### src/rtl/irq_seq_pkg.sv
package irq_seq_pkg;
  typedef enum logic [1:0] {
    ENT_IDLE = 2'd0,
    ENT_SAVE = 2'd1,
    ENT_VEC  = 2'd2,
    ENT_LOAD = 2'd3
  } ent_state_t;
endpackage

### src/rtl/irq_req_merge.sv
module irq_req_merge #(
  parameter int N_DEV = 4
) (
  input  logic [N_DEV-1:0] done_i,
  output logic             req_o
);
  logic [N_DEV:0] chain;
  assign chain[0] = 1'b0;
  for (genvar g = 0; g < N_DEV; g++) begin : g_or
    assign chain[g+1] = chain[g] | done_i[g];
  end
  assign req_o = chain[N_DEV];
endmodule

### src/rtl/irq_enable_flag.sv
module irq_enable_flag (
  input  logic clk,
  input  logic rst_n,
  input  logic set_i,
  input  logic clr_i,
  output logic en_o
);
  // Clear has priority: an entry in the same cycle as a set leaves it off.
  always_ff @(posedge clk or negedge rst_n) begin
    if (!rst_n)     en_o <= 1'b0;
    else if (clr_i) en_o <= 1'b0;
    else if (set_i) en_o <= 1'b1;
  end
endmodule

### src/rtl/irq_entry_fsm.sv
module irq_entry_fsm
  import irq_seq_pkg::*;
#(
  parameter int ADDR_W = 16,
  parameter int DATA_W = 16
) (
  input  logic              clk,
  input  logic              rst_n,
  input  logic              take_i,
  input  logic [ADDR_W-1:0] pc_i,
  output logic              busy_o,
  output logic              mem_req,
  input  logic              mem_ready,
  output logic              mem_we,
  output logic [ADDR_W-1:0] mem_addr,
  output logic [DATA_W-1:0] mem_wdata,
  input  logic [DATA_W-1:0] mem_rdata,
  output logic              pc_load,
  output logic [ADDR_W-1:0] pc_load_val
);
  localparam logic [ADDR_W-1:0] SAVE_WORD = ADDR_W'(0);
  localparam logic [ADDR_W-1:0] VEC_WORD  = ADDR_W'(1);

  ent_state_t        state, state_nx;
  logic [ADDR_W-1:0] ret_pc;
  logic [ADDR_W-1:0] vec_pc;

  always_comb begin
    state_nx = state;
    case (state)
      ENT_IDLE: if (take_i)    state_nx = ENT_SAVE;
      ENT_SAVE: if (mem_ready) state_nx = ENT_VEC;
      ENT_VEC:  if (mem_ready) state_nx = ENT_LOAD;
      ENT_LOAD:                state_nx = ENT_IDLE;
      default:                 state_nx = ENT_IDLE;
    endcase
  end

  always_ff @(posedge clk or negedge rst_n) begin
    if (!rst_n) begin
      state  <= ENT_IDLE;
      ret_pc <= '0;
      vec_pc <= '0;
    end else begin
      state <= state_nx;
      if (state == ENT_IDLE && take_i)   ret_pc <= pc_i;
      if (state == ENT_VEC && mem_ready) vec_pc <= ADDR_W'(mem_rdata);
    end
  end

  assign busy_o      = (state != ENT_IDLE);
  assign mem_req     = (state == ENT_SAVE) || (state == ENT_VEC);
  assign mem_we      = (state == ENT_SAVE);
  assign mem_addr    = (state == ENT_VEC) ? VEC_WORD : SAVE_WORD;
  assign mem_wdata   = DATA_W'(ret_pc);
  assign pc_load     = (state == ENT_LOAD);
  assign pc_load_val = vec_pc;
endmodule

### src/rtl/irq_entry_seq.sv
module irq_entry_seq #(
  parameter int N_DEV  = 4,
  parameter int ADDR_W = 16,
  parameter int DATA_W = 16
) (
  input  logic              clk,
  input  logic              rst_n,
  input  logic [N_DEV-1:0]  dev_done,
  input  logic              retire,
  input  logic [ADDR_W-1:0] pc_in,
  input  logic              halt,
  input  logic              ien_set,
  output logic              irq_en,
  output logic              stall,
  output logic              fetch_en,
  output logic              mem_req,
  input  logic              mem_ready,
  output logic              mem_we,
  output logic [ADDR_W-1:0] mem_addr,
  output logic [DATA_W-1:0] mem_wdata,
  input  logic [DATA_W-1:0] mem_rdata,
  output logic              pc_load,
  output logic [ADDR_W-1:0] pc_load_val
);
  logic irq_req;
  logic take;
  logic busy;

  irq_req_merge #(.N_DEV(N_DEV)) u_merge (
    .done_i (dev_done),
    .req_o  (irq_req)
  );

  assign take = irq_req & irq_en & retire & ~halt & ~busy;

  irq_enable_flag u_ien (
    .clk   (clk),
    .rst_n (rst_n),
    .set_i (ien_set),
    .clr_i (take),
    .en_o  (irq_en)
  );

  irq_entry_fsm #(.ADDR_W(ADDR_W), .DATA_W(DATA_W)) u_fsm (
    .clk         (clk),
    .rst_n       (rst_n),
    .take_i      (take),
    .pc_i        (pc_in),
    .busy_o      (busy),
    .mem_req     (mem_req),
    .mem_ready   (mem_ready),
    .mem_we      (mem_we),
    .mem_addr    (mem_addr),
    .mem_wdata   (mem_wdata),
    .mem_rdata   (mem_rdata),
    .pc_load     (pc_load),
    .pc_load_val (pc_load_val)
  );

  assign stall    = busy;
  assign fetch_en = ~halt & ~busy;
endmodule

### config.mk
export PLATFORM = sky130hd
export DESIGN_NAME = irq_entry_seq
export DESIGN_NICKNAME = d
export VERILOG_FILES = /design/src/rtl/irq_seq_pkg.sv /design/src/rtl/irq_req_merge.sv /design/src/rtl/irq_enable_flag.sv /design/src/rtl/irq_entry_fsm.sv /design/src/rtl/irq_entry_seq.sv
export SDC_FILE = /design/constraint.sdc
export NUM_CORES = 1
export LEC_CHECK = 0
export BUFFER_PORTS_ARGS = -buffer_cell sky130_fd_sc_hd__buf_4
export CAP_MARGIN = 0
export CELL_PAD_IN_SITES_DETAIL_PLACEMENT = 1
export CELL_PAD_IN_SITES_GLOBAL_PLACEMENT = 1
export CORE_ASPECT_RATIO = 0.5
export CORE_UTILIZATION = 32
export CTS_CLUSTER_DIAMETER = 200
export DETAILED_ROUTE_END_ITERATION = 12
export GPL_ROUTABILITY_DRIVEN = 0
export GPL_TIMING_DRIVEN = 0
export PLACE_DENSITY_LB_ADDON = 0.2
export SETUP_SLACK_MARGIN = 0.02
export SLEW_MARGIN = 10
export SYNTH_ARGS = -nofsm -noshare
export SYNTH_HDL_FRONTEND = slang
export SYNTH_HIERARCHICAL = 1
export SYNTH_SLANG_ARGS = --single-unit
### constraint.sdc
create_clock -name clk -period 2 [get_ports clk]
set_input_delay 0.1 -clock clk [delete_from_list [all_inputs] [get_ports clk]]
set_output_delay 0.1 -clock clk [all_outputs]
set_load 0.03 [all_outputs]
==> results of run 1 <==
[report_power, final]
group / internal (mW) / switching [mW] / leakage [nW]
Combinational: 1.04 / 1.30 / 0.839
Clock: 0.232 / 0.219 / 0.0371
Sequential: 1.06 / 0.195 / 0.428
[worst min-delay path by stage]
stage                     startpoint                               end  slack (ps)
after floorplan                rst_n    u_fsm/mem_wdata[0]$_DFFE_PN0P_        -200
after global placement         rst_n  u_fsm/pc_load_val[6]$_DFFE_PN0P_          80
after detailed placement       rst_n  u_fsm/pc_load_val[9]$_DFFE_PN0P_          80
after CTS                    ien_set            u_ien/en_o$_DFFE_PN0P_          40
after global routing         ien_set            u_ien/en_o$_DFFE_PN0P_          30
final                        ien_set            u_ien/en_o$_DFFE_PN0P_          50
[worst max-delay path, delay by kind of cell (launching register included)]
family	cells	cell delay [ps]
multiplexers	1	270
AND/OR/NAND/NOR	3	470
buffers and inverters	3	360
flip-flops	1	410
adder cells (fa/ha/maj)	1	230
[through the flow]
step / cell area, um2 / setup slack (ps) / utilization
6_report: 2410 / 124 / 0.527
5_1_grt: 2410 / 12.7 / 0.527
4_1_cts: 2400 / 74.3 / 0.526
3_5_place_dp: 2320 / 89.4 / 0.508
3_3_place_gp: 2320 / 130 / 0.508
2_1_floorplan: 1640 / 87.3 / -
[final cells by class]
class                      count  area share
inverter                       3     0.00467
tap                           66      0.0343
clock buffer                   6      0.0301
buffer                        17      0.0597
sequential                    35       0.363
multi-input combinational     63       0.255
timing repair buffer          81       0.253
[metal layers]
layer	vias up	global-route usage	share of wire
li1	524	-	-
met1	542	0.146	0.38
met2	49	0.238	0.53
met3	5	0.0363	0.075
met4	0	0.0652	0.013
met5	-	0	0
[synth_stat cells, drive strengths merged]
master   n
o22ai    1
nand2    2
mux2i    1
buf     17
mux2    33
inv      3
o21ba    1
dfrtp   35
ha       5
nor2     3
and4     1
conb     1
or4      1
[cell families after synthesis]
family                     Yosys count
buffers and inverters               20
adders and majority gates            5
DFF                                 35
other                                1
muxes                               34
and+or+nand+nor                      7
AOI/OAI and AO/OA                    2
[flip-flops by register name (all words and copies together), names as in the netlist]
signal	flops
u_fsm/pc_load_val	16
u_ien/en_o	1
u_fsm/state	2
u_fsm/mem_wdata	16
[timing repair]
item | in CTS | in global routing
setup endpoints to repair | 0 | 10
hold buffers | 1 | 0
hold endpoints to repair | 35 | 0
gates resized for setup | 0 | 2
==> metrics, run 1 <==
status=complete, no violations; total wire length=3360 um; drt drc=0; compound-cell area share of the yosys netlist=0.0103; clk slew on worst S/H paths=70 ps; GR Overflow Total=0; largest net degree at the start of global routing=36; Setup Skew=6.15 ps; Worst-Skew Late Latency=approximately 270 ps; Pwr Total=4.05 mW; Data required, critical path=around 2200 ps; leakage power=1.30 nW; register area share after synthesis=0.554; fillers=roughly 490; cell area power density=1680 nW/um2; critical path arrival=2030 ps; post-synth top area cell=dfrtp_1; CTS tree=built; reg2reg end=u_fsm/mem_wdata[2]$_DFFE_PN0P_; Startpoint Class=flip-flop; setup slack, reg-to-reg=120 ps; Crit Path Class=flip-flop to flip-flop; CTS Sinks=35; Root Driver=clkbuf_8; Layout Nets=between 200 and 300; Die ar.=5240 um2; die width=101 um; Initial Util=0.346; antenna cells=0; CP peak stage delay=between 400 and 500 ps; io pins=96; Worst setup EP type=flip-flop; top cells by area, synth=dfrtp_1, mux2_2, mux2_4; All-Layer GR Usage=0.132; most frequent cells in the layout=buf_4, dfrtp_1, mux2_2; vias in the first global route=1125; H-tree depth=2; Rows=17; Detailed Route Iter0 Violations=25; mux contribution to synthesized area=0.265; Netlist cell types=18; DRT antenna net count=0; Fin. Hold Viols=0; footprint of the multi-input gates=614 um2; max-cap violation count=0; first-pass GRT wire length=5120 um; Hold Crit Class=primary input to flip-flop; Initial DRT Pass Iterations=2; flops & latches, synth=35; post-synthesis adder-cell area fraction=0.0396; IO Port Bufs=80; crit path capture=u_fsm/mem_wdata[2]$_DFFE_PN0P_; post-synthesis xor/xnor area fraction=0; final slew viol count=0; worst reg2reg path depth=8; Max Clock Freq=between 500 and 600 MHz; Hold Worst Slack=47.6 ps; CP cell instances=inv_1, ha_2, inv_2, nor2_4, and4_1, nand2_4, buf_6, mux2_2; Crit. Startpoint=u_fsm/state[1]$_DFFE_PN0P_; antenna violations before repair=0; Post-Synthesis Cells=104; peak supply drop=893 uV; Worst Hold Depth=2; Max clock buf depth=2; final worst path period share=0.938; Num CTS Buffers=5; area of the core=4570 um2; layout cells sized above 1=0.683; via/cell ratio=4.13; via count=1120; Synth top area share=0.554; Post-CTS Setup Bufs=0; Setup TNS Final=0 ps; Finished Layout Cells=about 270; detailed placement HPWL=about 2700 um; RSZ-0062 raised after global routing=false; endpoints failing setup=0; minimum clock period=around 1900 ps; Synth Warn #=6; largest family of logic cells by synthesized area=multiplexers; Placed Cells=approximately 260; layout overhead on the synthesized area=52.6%; Worst Path Max Fanout=10; Post-Synth Simple-Gate Area=0.0301; commonest non-fill, non-tap cell in the layout=buf_4; FF+latch area=876 um2; CP max stage cell=dfrtp_1; reg-to-reg startpoint=u_fsm/state[1]$_DFFE_PN0P_; WL per Instance=approximately 12 um; die height=51.7 um; syn_area_per_cell=15.2 um2; Mapped Area=1580 um2
(Power assumes the default switching activity.)
==> run 2: changes to the inputs <==
--- a/config.mk
+++ b/config.mk
@@ -10,6 +10,7 @@
 export CELL_PAD_IN_SITES_DETAIL_PLACEMENT = 1
 export CELL_PAD_IN_SITES_GLOBAL_PLACEMENT = 1
 export CORE_ASPECT_RATIO = 0.5
+export CORE_MARGIN = 2
 export CORE_UTILIZATION = 32
 export CTS_CLUSTER_DIAMETER = 200
 export DETAILED_ROUTE_END_ITERATION = 12
==> metrics, run 2 (synthesis results as in run 1) <==
Switching Fraction=0.418; CTS Sinks=35; Num CTS Buffers=5; most frequent cells in the layout=buf_4, dfrtp_1, mux2_2; die height=53.7 um; Startpoint Class=flip-flop; Setup Skew=roughly 3.9 ps; total wire length=3420 um; CP cell instances=inv_1, ha_2, inv_2, nor2_4, and4_1, nand2_4, buf_6, mux2_2; DRT antenna net count=0; Initial Util=0.326; vias in the first global route=1106; Root Driver=clkbuf_8; GR Overflow Total=0; via count=1108; H-tree depth=2; die width=103 um; Max Clock Freq=534 MHz; Data required, critical path=2160 ps; P_sw=1.73 mW; Max clock buf depth=2; endpoints failing setup=0; minimum clock period=about 1900 ps; All-Layer GR Usage=0.125; commonest non-fill, non-tap cell in the layout=buf_4; Post-CTS Setup Bufs=0; Detailed Route Iter0 Violations=22; cell internal pwr=2.41 mW; Bufs and invs on worst path=3; status=complete, no violations; via/cell ratio=4.00; final worst path period share=0.936; cell area power density=between 1500 and 2000 nW/um2; CTS tree=built; IO Port Bufs=80; Fin. Hold Viols=0; drt drc=0; CP max stage cell=dfrtp_1; largest net degree at the start of global routing=36; final worst slack=approximately 130 ps; Reg power frac=0.304; cell family with the largest share of critical-path delay=simple AND/OR/NAND/NOR gates; Die ar.=5550 um2; first-pass GRT wire length=around 5000 um; combinational power share=0.564; Place WS=82.0 ps; Initial DRT Pass Iterations=2; Util after Layout=0.505; Worst setup EP type=flip-flop; leakage power=1.32 nW; Hold Crit Class=primary input to flip-flop; antenna violations before repair=0; layout overhead on the synthesized area=54.6%; critical path arrival=2030 ps; io pins=96; max-cap violation count=0; WL per Instance=about 12 um; Worst Path Max Fanout=10; final slew viol count=0; Layout Nets=253; Rows=18; RSZ-0062 raised after global routing=false; CP peak stage delay=400 ps; peak supply drop=731 uV; clock share of power=0.132; Setup TNS Final=0 ps; clk slew on worst S/H paths=70 ps; antenna cells=0; area of the core=4840 um2; layout cells sized above 1=0.686; Worst-Skew Late Latency=270 ps; Crit Path Class=flip-flop to flip-flop; detailed placement HPWL=2700 um
run 2: timing repair:
action	4_1_cts	5_1_grt
hold endpoints to repair	35	0
hold buffers	1	0
resized for setup	0	2
setup endpoints to repair	0	10
run 2: power groups by stage:
stage | sequential, mW | clock [mW] | combinational, mW
6_report | 1.26 | 0.546 | 2.34
3_3_place_gp | 1.25 | 0 | 2.32
2_1_floorplan | 1.91 | 0 | 0.877
3_5_place_dp | 1.27 | 0 | 2.36
4_1_cts | 1.27 | 0.574 | 2.36
5_1_grt | 1.31 | 0.606 | 2.48
run 2: per-layer routing:
| layer | vias up | GRT usage | wire length, um |
|---|---|---|---|
| li1 | 525 | - | - |
| met1 | 536 | 0.141 | 1340 |
| met2 | 45 | 0.227 | 1800 |
| met3 | 2 | 0.0351 | 244 |
| met4 | 0 | 0.0526 | 27 |
| met5 | - | 0 | 0 |
run 2: cell type report:
| class | instances | area (um2) |
|---|---|---|
| multi-input cells | 63 | 614 |
| inverters | 3 | 11.3 |
| fillers | 536 | 2400 |
| repair buffers | 81 | 611 |
| clock buffers | 8 | 100 |
| well taps | 70 | 87.6 |
| flip-flops and latches | 35 | 876 |
| plain buffers | 17 | 144 |
run 2: through the flow:
stage / std cells / hold slack, ps / cell area (um2) / total power, mW
finish: 277 / 48.4 / 2440 / 4.15
global route: 277 / 41.8 / 2440 / 4.40
detailed placement: 268 / 83.9 / 2330 / 3.63
CTS: 277 / 37.0 / 2440 / 4.20
floorplan: 118 / -196 / 1640 / 2.78
global placement: 268 / 81.6 / 2330 / 3.57
run 2: worst paths after layout:
kind | startpoint | endpoint | slack, ps | depth (start not counted)
worst max register to register | u_fsm/state[0]$_DFFE_PN0P_ | u_fsm/mem_wdata[9]$_DFFE_PN0P_ | 130 | 8
worst max-delay path | u_fsm/state[0]$_DFFE_PN0P_ | u_fsm/mem_wdata[9]$_DFFE_PN0P_ | 130 | 8
worst min register to register | u_fsm/mem_wdata[5]$_DFFE_PN0P_ | u_fsm/mem_wdata[5]$_DFFE_PN0P_ | 510 | 1
min in group asynchronous | rst_n | u_fsm/pc_load_val[11]$_DFFE_PN0P_ | 300 | 2
max in group asynchronous | rst_n | u_fsm/state[1]$_DFFE_PN0P_ | 1380 | 2
worst min-delay path | mem_rdata[11] | u_fsm/pc_load_val[11]$_DFFE_PN0P_ | 50 | 2
run 2: worst register-to-register path, stage by stage, from the launching register on:
cell and delay, ps:
dfrtp_1 400, inv_1 140, ha_2 230, inv_2 70, nor2_4 80, and4_1 280, nand2_4 110, buf_6 160
mux2_2 280
==> run 3: changes to the inputs <==
==> constraint.sdc (replaced) <==
create_clock -name clk -period 2 [get_ports clk]
set_input_delay 0.1 -clock clk [delete_from_list [all_inputs] [get_ports clk]]
set_output_delay 0.1 -clock clk [all_outputs]
set_load 0.01 [all_outputs]
==> metrics, run 3 (synthesis results as in run 1) <==
Top Layer Used=met4; DRT antenna net count=0; Worst-Skew Late Latency=280 ps; crit path capture=u_fsm/state[1]$_DFFE_PN0P_; Fin. Hold Viols=0; area of the core=4840 um2; fillers=526; Worst setup EP type=flip-flop; Placed Cells=268; minimum clock period=around 1900 ps; reg-to-reg startpoint=u_fsm/state[0]$_DFFE_PN0P_; die height=53.7 um; first-pass GRT wire length=5040 um; antenna violations before repair=0; largest net degree at the start of global routing=36; total wire length=3390 um; Rows=18; Initial DRT Pass Iterations=2; worst reg2reg path depth=7; critical path arrival=between 2000 and 2500 ps; Detailed Route Iter0 Violations=13; Worst Path Max Fanout=4; Finished Layout Cells=between 200 and 300; GR Overflow Total=0; Util after Layout=0.505; clk slew on worst S/H paths=70 ps; Die ar.=5550 um2; vias in the first global route=1132; All-Layer GR Usage=0.123; Root Driver=clkbuf_8; Crit Path Class=flip-flop to flip-flop; status=complete, no violations; final worst path period share=0.932; Setup Skew=3.80 ps; Num CTS Buffers=5; Max Clock Freq=between 500 and 600 MHz; Data required, critical path=2160 ps; commonest non-fill, non-tap cell in the layout=buf_4; reg2reg end=u_fsm/state[1]$_DFFE_PN0P_; final slew viol count=0; CP max stage cell=dfrtp_1; io pins=96; via count=about 1100; layout overhead on the synthesized area=54.9%; layout cells sized above 1=0.686; footprint of the multi-input gates=611 um2; CP cell instances=inv_1, ha_2, inv_1, nor2_2, and4_2, o22ai_1, mux2_2; Crit. Startpoint=u_fsm/state[0]$_DFFE_PN0P_; peak supply drop=612 uV; die width=between 100 and 150 um; H-tree depth=2; CTS tree=built; WL per Instance=roughly 12 um; max-cap violation count=0; Setup TNS Final=0 ps; CP peak stage delay=approximately 370 ps; Layout Nets=256; Startpoint Class=flip-flop; setup slack, reg-to-reg=140 ps; WL met3=306 um; Initial Util=0.326; Max clock buf depth=2; RSZ-0062 raised after global routing=false; Place WS=77.3 ps; Hold Crit Class=primary input to flip-flop; via/cell ratio=4.05; endpoints failing setup=0; antenna cells=0; worst hold start=ien_set; cell area power density=between 1000 and 1500 nW/um2; final worst slack=137 ps; IO Port Bufs=80; cell mode on critical path=inv_1; most frequent cells in the layout=buf_4, dfrtp_1, mux2_2; Pwr Total=3.45 mW; FF+latch area=about 880 um2; detailed placement HPWL=roughly 2600 um; leakage power=1.32 nW; CTS Sinks=35; met1 WL=1300 um; metal2 WL=1760 um; drt drc=0
run 3: worst max-delay path, delay by kind of cell, from the launching register on:
kind | cells | cell delay (ps)
adder cells (fa/ha/maj) | 1 | 220
AO/OA/AOI/OAI | 1 | 280
AND/OR/NAND/NOR | 2 | 300
flip-flops | 1 | 370
multiplexers | 1 | 370
buffers and inverters | 2 | 200
run 3: power by group:
group	internal, mW	leakage, nW	switching, mW	total (mW)
registers	1.06	0.428	0.192	1.25
clock network	0.244	0.0422	0.232	0.476
logic	1.05	0.855	0.668	1.72
run 3: timing repair:
action,in CTS,in global routing
hold endpoints to repair,35,0
hold buffers,1,0
endpoints found under the setup margin,0,11
gates resized for setup,0,4
setup buffers,0,3
run 3: per-stage QoR:
step | instance area [um2] | hold WS [ps]
after floorplan | 1630 | -196
after global placement | 2320 | 83.6
after detailed placement | 2320 | 83.7
after CTS | 2410 | 37.2
after global routing | 2450 | 36.6
final | 2450 | 46.4
run 3: final cells by class:
type | instances | area share
Sequential cell | 35 | 0.358
Multi-Input combinational cell | 63 | 0.249
Inverter | 3 | 0.00460
Clock inverter | 1 | 0.00204
Tap cell | 70 | 0.0358
Buffer | 17 | 0.0603
Clock buffer | 7 | 0.0312
Timing Repair Buffer | 84 | 0.259
run 3: per-layer routing:
metal	GRT usage	vias up
li1	-	530
met1	0.133	551
met2	0.226	49
met3	0.0403	3
met4	0.0526	0
met5	0	-
run 3: how the worst min path moves through the flow:
stage	end	slack (ps)	cells past startpoint
after floorplan	u_fsm/mem_wdata[0]$_DFFE_PN0P_	-200	0
after global routing	u_fsm/mem_wdata[7]$_DFFE_PN0P_	40	2
after CTS	u_ien/en_o$_DFFE_PN0P_	40	2
after detailed placement	u_fsm/pc_load_val[12]$_DFFE_PN0P_	80	1
after global placement	u_fsm/pc_load_val[8]$_DFFE_PN0P_	80	1
final	u_ien/en_o$_DFFE_PN0P_	50	2
